## src/rtl/cfgld_pkg.sv

```systemverilog
`timescale 1ns/1ps
package cfgld_pkg;
  localparam int unsigned EE_WORDS  = 32;
  localparam int unsigned AW        = 6;
  localparam int unsigned WW        = 16;
  localparam int unsigned IMG_BITS  = EE_WORDS * WW;
  localparam int unsigned IMG_BYTES = IMG_BITS / 8;
  localparam int unsigned CFG_FIRST = 8;
  localparam int unsigned CFG_WORDS = EE_WORDS - CFG_FIRST;
  localparam int unsigned SUM_SPAN  = 12;
  localparam int unsigned CK_WORD   = 6;
  localparam int unsigned SIG_BYTE  = 14;
  localparam int unsigned HWID_BYTE = 8;
  localparam logic [7:0]  HWID_VAL  = 8'h11;
  localparam logic [7:0]  SIG_VAL   = 8'h57;
  localparam logic [7:0]  FULL_GOAL = 8'hFF;
  localparam logic [1:0]  OP_RD     = 2'b10;
  localparam logic [1:0]  OP_WR     = 2'b01;

  typedef logic [IMG_BITS-1:0] img_t;

  function automatic logic [7:0] img_byte(img_t im, int unsigned k);
    return im[8*k +: 8];
  endfunction

  function automatic logic [15:0] part_sum(img_t im);
    logic [15:0] s = '0;
    for (int unsigned k = 0; k < SUM_SPAN; k++) s = s + 16'(img_byte(im, k));
    s = s + 16'(img_byte(im, SIG_BYTE)) + 16'(img_byte(im, SIG_BYTE + 1));
    return s;
  endfunction

  function automatic logic [7:0] full_sum(img_t im);
    logic [7:0] s = '0;
    for (int unsigned k = 0; k < IMG_BYTES; k++) s = s + img_byte(im, k);
    return s;
  endfunction

  // bit0 identifier, bit1 partial sum, bit2 signature, bit3 full sum
  function automatic logic [3:0] judge(img_t im);
    logic [3:0] f;
    f[0] = img_byte(im, HWID_BYTE) != HWID_VAL;
    f[1] = part_sum(im) != im[CK_WORD*WW +: WW];
    f[2] = (img_byte(im, SIG_BYTE) != SIG_VAL) || (img_byte(im, SIG_BYTE + 1) != SIG_VAL);
    f[3] = full_sum(im) != FULL_GOAL;
    return f;
  endfunction
endpackage

```

## src/rtl/cfgld_tick.sv

```systemverilog
`timescale 1ns/1ps
module cfgld_tick #(
  parameter int unsigned DIV = 4
) (
  input  logic clk,
  input  logic rst_n,
  output logic tick
);
  localparam int unsigned CW = (DIV > 1) ? $clog2(DIV) : 1;
  localparam logic [CW-1:0] LAST = CW'(DIV - 1);

  logic [CW-1:0] cnt;

  always_ff @(posedge clk or negedge rst_n) begin
    if (!rst_n)            cnt <= '0;
    else if (cnt == LAST)  cnt <= '0;
    else                   cnt <= cnt + 1'b1;
  end

  assign tick = (cnt == LAST);
endmodule

```

## src/rtl/cfgld_serial.sv

```systemverilog
`timescale 1ns/1ps
module cfgld_serial
  import cfgld_pkg::*;
(
  input  logic          clk,
  input  logic          rst_n,
  input  logic          tick,
  input  logic          go,
  input  logic          wr,
  input  logic [AW-1:0] addr,
  input  logic [WW-1:0] wdata,
  input  logic          di,
  output logic          done,
  output logic [WW-1:0] rdata,
  output logic          dummy,
  output logic          cs,
  output logic          sk,
  output logic          dout
);
  localparam int unsigned HDR  = 1 + 2 + AW;
  localparam int unsigned TXW  = HDR + WW;
  localparam int unsigned BIW  = $clog2(TXW + 2);
  localparam logic [BIW-1:0] DUMMY_IDX = BIW'(HDR);
  localparam logic [BIW-1:0] WR_LAST   = BIW'(TXW - 1);
  localparam logic [BIW-1:0] RD_LAST   = BIW'(TXW);

  logic           active, half, is_wr;
  logic [BIW-1:0] bidx;
  logic [TXW-1:0] tx;
  logic           rise_ev, last_ev;

  assign rise_ev = active && tick && !half;
  assign last_ev = active && tick && half && (bidx == (is_wr ? WR_LAST : RD_LAST));

  always_ff @(posedge clk or negedge rst_n) begin
    if (!rst_n) begin
      active <= 1'b0; half <= 1'b0; is_wr <= 1'b0; bidx <= '0; tx <= '0;
      cs <= 1'b0; sk <= 1'b0; done <= 1'b0; rdata <= '0; dummy <= 1'b0;
    end else begin
      done <= 1'b0;
      if (go && !active) begin
        active <= 1'b1; cs <= 1'b1; sk <= 1'b0; half <= 1'b0; bidx <= '0; is_wr <= wr;
        tx <= {1'b1, (wr ? OP_WR : OP_RD), addr, (wr ? wdata : {WW{1'b0}})};
      end else if (rise_ev) begin
        sk   <= 1'b1;
        half <= 1'b1;
        if (bidx == DUMMY_IDX)     dummy <= di;
        else if (bidx > DUMMY_IDX) rdata <= {rdata[WW-2:0], di};
      end else if (last_ev) begin
        sk <= 1'b0; half <= 1'b0; active <= 1'b0; cs <= 1'b0; done <= 1'b1;
      end else if (active && tick) begin
        sk   <= 1'b0;
        half <= 1'b0;
        bidx <= bidx + 1'b1;
        tx   <= {tx[TXW-2:0], 1'b0};
      end
    end
  end

  assign dout = active & tx[TXW-1];

  AST_SK_IDLE_LOW: assert property (@(posedge clk) disable iff (!rst_n) !cs |-> !sk);
  AST_SK_ON_TICK:  assert property (@(posedge clk) disable iff (!rst_n) (active && !tick) |=> $stable(sk));
endmodule

```

## src/rtl/cfg_eeprom_loader.sv

```systemverilog
`timescale 1ns/1ps
module cfg_eeprom_loader
  import cfgld_pkg::*;
#(
  parameter int unsigned SCLK_DIV = 4
) (
  input  logic                  clk,
  input  logic                  rst_n,
  output logic                  ee_cs,
  output logic                  ee_sk,
  output logic                  ee_do,
  input  logic                  ee_di,
  input  logic                  wr_req,
  input  logic [AW-1:0]         wr_addr,
  input  logic [WW-1:0]         wr_data,
  output logic                  wr_busy,
  output logic                  dev_present,
  output logic                  load_done,
  output logic                  cfg_valid,
  output logic [3:0]            chk_fail,
  output logic [47:0]           station_addr,
  output logic [CFG_WORDS*WW-1:0] cfg_words
);
  localparam logic [AW-1:0] LAST_W = AW'(EE_WORDS - 1);

  typedef enum logic [2:0] {S_GAP, S_RD, S_CHK, S_IDLE, S_WR} st_t;

  st_t           st;
  logic [AW-1:0] widx;
  img_t          img;
  logic          tick, go, eng_done, dummy;
  logic [WW-1:0] rdata;
  logic [3:0]    fail_now;

  cfgld_tick #(.DIV(SCLK_DIV)) u_tick (.clk(clk), .rst_n(rst_n), .tick(tick));

  assign go = ((st == S_GAP) && tick) || ((st == S_IDLE) && wr_req);

  cfgld_serial u_ser (
    .clk(clk), .rst_n(rst_n), .tick(tick), .go(go), .wr(st == S_IDLE),
    .addr((st == S_IDLE) ? wr_addr : widx), .wdata(wr_data), .di(ee_di),
    .done(eng_done), .rdata(rdata), .dummy(dummy),
    .cs(ee_cs), .sk(ee_sk), .dout(ee_do)
  );

  assign fail_now = judge(img);

  always_ff @(posedge clk or negedge rst_n) begin
    if (!rst_n) begin
      st <= S_GAP; widx <= '0; img <= '0; dev_present <= 1'b0;
      load_done <= 1'b0; cfg_valid <= 1'b0; chk_fail <= '0;
    end else begin
      load_done <= 1'b0;
      cfg_valid <= 1'b0;
      unique case (st)
        S_GAP: if (tick) st <= S_RD;
        S_RD: if (eng_done) begin
          if ((widx == '0) && dummy) begin
            st <= S_IDLE; load_done <= 1'b1;
          end else begin
            dev_present <= 1'b1;
            img[widx*WW +: WW] <= rdata;
            if (widx == LAST_W) st <= S_CHK;
            else begin widx <= widx + 1'b1; st <= S_GAP; end
          end
        end
        S_CHK: begin
          chk_fail  <= fail_now;
          load_done <= 1'b1;
          cfg_valid <= (fail_now == 4'b0);
          st        <= S_IDLE;
        end
        S_IDLE: if (wr_req) st <= S_WR;
        S_WR:   if (eng_done) st <= S_IDLE;
        default: st <= S_IDLE;
      endcase
    end
  end

  assign wr_busy      = (st != S_IDLE);
  assign station_addr = img[47:0];
  assign cfg_words    = img[IMG_BITS-1 : CFG_FIRST*WW];

  AST_VALID_CLEAN:  assert property (@(posedge clk) disable iff (!rst_n) cfg_valid |-> (load_done && chk_fail == 4'b0));
  AST_DONE_ONCE:    assert property (@(posedge clk) disable iff (!rst_n) load_done |=> !load_done);
  AST_IDLE_QUIET:   assert property (@(posedge clk) disable iff (!rst_n) !wr_busy |-> !ee_cs);
  AST_ABSENT_CLEAN: assert property (@(posedge clk) disable iff (!rst_n) (load_done && !dev_present) |-> (chk_fail == 4'b0 && !cfg_valid));
endmodule

```

## config.mk

```make
export PLATFORM = sky130hd
export DESIGN_NAME = cfg_eeprom_loader
export DESIGN_NICKNAME = d
export VERILOG_FILES = /design/src/rtl/cfgld_pkg.sv /design/src/rtl/cfgld_tick.sv /design/src/rtl/cfgld_serial.sv /design/src/rtl/cfg_eeprom_loader.sv
export SDC_FILE = /design/constraint.sdc
export NUM_CORES = 2
export LEC_CHECK = 0
export BUFFER_PORTS_ARGS = -buffer_cell sky130_fd_sc_hd__buf_2
export CORE_MARGIN = 1
export CORE_UTILIZATION = 30
export DETAILED_ROUTE_END_ITERATION = 10
export PLACE_DENSITY = 0.45
export SYNTH_ARGS = -nofsm -noshare
export SYNTH_HDL_FRONTEND = slang
export SYNTH_HIERARCHICAL = 1
export SYNTH_SLANG_ARGS = --single-unit
```

## constraint.sdc

```tcl
create_clock -name clk -period 13.4 [get_ports clk]
set_clock_uncertainty 0.1 [all_clocks]
set_input_delay 2.68 -clock clk [delete_from_list [all_inputs] [get_ports clk]]
set_output_delay 2.68 -clock clk [all_outputs]
set_load 0.05 [all_outputs]
```

==> metrics.txt <==
Detail Placement HPWL 134000 µm; drt first-iter violations 2403; H-tree levels 3; Tot GR Track Use between 20% and 30%; crit-path cells fa_1 > inv_1 > fa_1 > fa_1 > fa_1 > fa_1 > inv_1 > fa_1 > inv_1 > fa_1 > fa_1 > fa_1 > inv_1 > fa_1 > xnor2_1 > xnor2_1 > xnor2_1 > xnor2_1 > xnor2_1 > xnor3_1 > xnor2_1 > o41a_1; post-CTS sizing 0; Yosys Warn Count 6; Final Non-Filler Cells between 5k and 6k; first-pass GRT wire length 230000 µm; Post-synth EDFFs 0; Peak supply drop approximately 95 µV; total CTS buffers 74; design area 42200 µm²; post-synthesis compound-gate area fraction under 10%; Final Slew Violations 0; Routed wire per std cell 32.1 µm; routability cong. 0.944; clk_lat worst skew ~0.66 ns; Worst Setup Start Kind flip-flop; postcts setup bufs 0; final period utilization 59.2%; initial antenna violation count 17; crit-path most repeated cell fa_1; Clock Pin Slew Worst Setup and Hold Paths ~0.060 ns; Core Region around 130000 µm²; slowest cell on the critical path fa_1; Placed Cells ~5k; peak per-stage delay on the critical path just over 0.7 ns; worst hold path cell count 1; Adder-Cell Fraction of Synth Area roughly 24%; Setup-failing EPs final 0; largest net degree at the start of global routing between 150 and 200; WS Path Type flip-flop to flip-flop; DRT Pass-1 Iters 8; I/O pin count between 400 and 500; vias in the first global route around 26k; HP Class flip-flop to flip-flop; total grt overflow 0; sequential share of the synthesized area between 30 and 40%; #FFs+latches synth about 580; layout cells sized above 1 roughly a quarter; Leak just under 20 nW; simple-gate share of the synthesized area between 7 and 8%; XOR/XNOR Fraction of Synth Area under 10%; Reg2Reg Setup Slack between 5 and 6 ns; critical-path maximum fanout 3; final net count approximately 4.1k; Mapped Area ~39000 µm²; mux contribution to synthesized area 5.78%; Worst Reg-to-Reg Cells 22; Starting Density a little under a third; fin crit period roughly 7.9 ns; status finished, final reports clean; r2r endpoint chk_fail[3]; Max clock buf depth 3; Yosys cell types 80; area delta synth->final 9.56%; CP Launch Point img[270]; syn nets around 4.0k; CTS tree done; fmax 0.126 GHz; normalized max-slew margin 17.1%; hold-critical path endpoint u_tick/cnt[0]; RSZ-0062 raised after global routing no; final WL about 170000 µm; Hold Startpoint u_tick/cnt[0]; post-synthesis cell count between 3k and 4k; number of max-cap violations 0; crit path DAT 8.37 ns; Final WS setup 5.47 ns; Port-buffer cells 468; post-placement cell area 39700 µm²; vias between 20k and 30k; routed vias/inst 4.91; Data required, critical path 13.84 ns; die area 130000 µm²; ANT nets after route 0; Fill cells 13.1k; height of the die between 300 and 400 µm; largest family of logic cells by synthesized area adder cells; pre-CTS WS between 5 and 6 ns; die width around 360 µm; Util after Layout between 30% and 40%; Worst Tran Pin Value 1.24 ns; async set-or-reset flop fraction in the synthesized netlist 100%; Crit. End Element flip-flop; synthesized area per cell around 11 µm²; Synth Flop Type dfrtp_1; Hold Violations, Final 0; Pwr per Cell Area roughly 110 nW/µm²; RR Startpoint img[270]; clock sinks roughly 580; row count 131; setup_tns 0 ns; hold buffer count at CTS 0; clk root buf clkbuf_16; DRC 0
logic make-up (layout without fill, tap and decap cells):
kind of cell,count (synthesis),count (layout)
compound gates,444,444
xor+xnor,138,138
fa+ha+maj,493,493
buf+inv,967,1077
flops,581,581
mux,193,193
other cells,0,10
simple gates,685,685
per-stage QoR:
stage               power (W)  hold slack (ns)
finish                0.00464            0.330
global route          0.00477            0.352
CTS                   0.00466            0.333
detailed placement    0.00253            0.322
global placement      0.00253            0.315
floorplan             0.00221            0.303
worst max-delay path: cells and delay by family, from the launching register on:
kind,cells,cell delay [ns]
flops,1,0.46
fa+ha+maj,10,5.27
buf+inv,4,0.30
compound gates,1,0.37
xor+xnor,7,1.32
Yosys cell counts, types with 3 or more instances:
cell,number,area [µm²]
nand4_1,9,56.3
nand2b_1,13,81.3
o221a_2,8,90.1
a21o_1,8,60.1
ha_1,74,926
nand2_2,3,18.8
buf_4,445,3340
o21ai_0,222,1110
xor2_1,22,193
nor4b_1,3,26.3
a31oi_1,3,18.8
mux2_4,16,240
and3_1,16,100
nor2b_1,6,37.5
or4_1,5,37.5
fa_1,419,8390
buf_2,37,185
clkbuf_1,69,259
buf_1,8,30.0
mux2i_1,4,40.0
o41ai_1,8,70.1
o31ai_1,136,1020
or2_2,4,25.0
and2_1,7,43.8
dfrtp_1,581,14500
or3_1,8,50.1
nand3_1,29,145
nor4_1,4,25.0
nor2_1,79,297
mux2_1,22,248
mux2_2,151,1700
o211ai_1,13,97.6
nand2_1,463,1740
xnor2_1,113,990
nand4b_1,3,26.3
nand3b_1,4,30.0
nor3_1,8,40.0
buf_6,4,45.0
inv_1,401,1510
a21oi_1,24,120
power by group:
| part | switching [W] | total (W) | internal [W] |
|---|---|---|---|
| clock | 0.000865 | 0.00213 | 0.00126 |
| sequential | 0.0000701 | 0.00188 | 0.00181 |
| combinational | 0.000493 | 0.000631 | 0.000138 |
final cells by class:
class / count / area [µm²] / share of cell area (%)
antenna: 10 / 25.0 / 0.0593
multi-input combinational: 1953 / 18600 / 44.1
tap: 1662 / 2080 / 4.92
sequential: 581 / 14500 / 34.4
timing repair buffer: 540 / 2920 / 6.91
clock buffer: 112 / 2190 / 5.18
inverter: 402 / 1510 / 3.57
clock inverter: 23 / 333 / 0.788
registers in the layout (all words and copies together) (netlist names):
signal and flops:
img 512, u_ser/tx 25, u_ser/rdata 16, widx 6, u_ser/bidx 5, chk_fail 4, st 3, u_tick/cnt 2
cfg_valid 1, dev_present 1, load_done 1, u_ser/active 1, u_ser/done 1, u_ser/dummy 1, u_ser/half 1, u_ser/is_wr 1
cell usage in the layout, fill, tap and decap left out, drive strengths merged, types with 10 or more instances in the layout:
cell type,count
nor2,79
and3,17
o211ai,13
clkinv,10
xnor2,114
nand2,466
clkbuf,112
o31ai,136
xor2,23
diode,10
ha,74
o21ai,222
buf,540
fa,419
nand4,10
nand2b,13
nand3,33
inv,406
a21oi,25
mux2,189
dfrtp,581
metal layers:
layer  routed length (µm)  global-route usage [%]  up-vias
li1                     -                       -    10929
met1                67600                    32.9    13641
met5                   13                       0        -
met3                15700                    8.06      251
met2                78500                    40.6     1092
met4                 7590                    11.8        2
how the worst max path moves through the flow:
| stage | end | slack (ns) | cells after the start |
|---|---|---|---|
| floorplan | chk_fail[3] | 6.12 | 25 |
| global placement | chk_fail[3] | 5.56 | 22 |
| detailed placement | chk_fail[3] | 5.50 | 22 |
| CTS | chk_fail[3] | 5.51 | 22 |
| global route | cfg_valid | 5.25 | 22 |
| finish | chk_fail[3] | 5.47 | 22 |
Note: power is estimated with default switching activity, not from simulation.
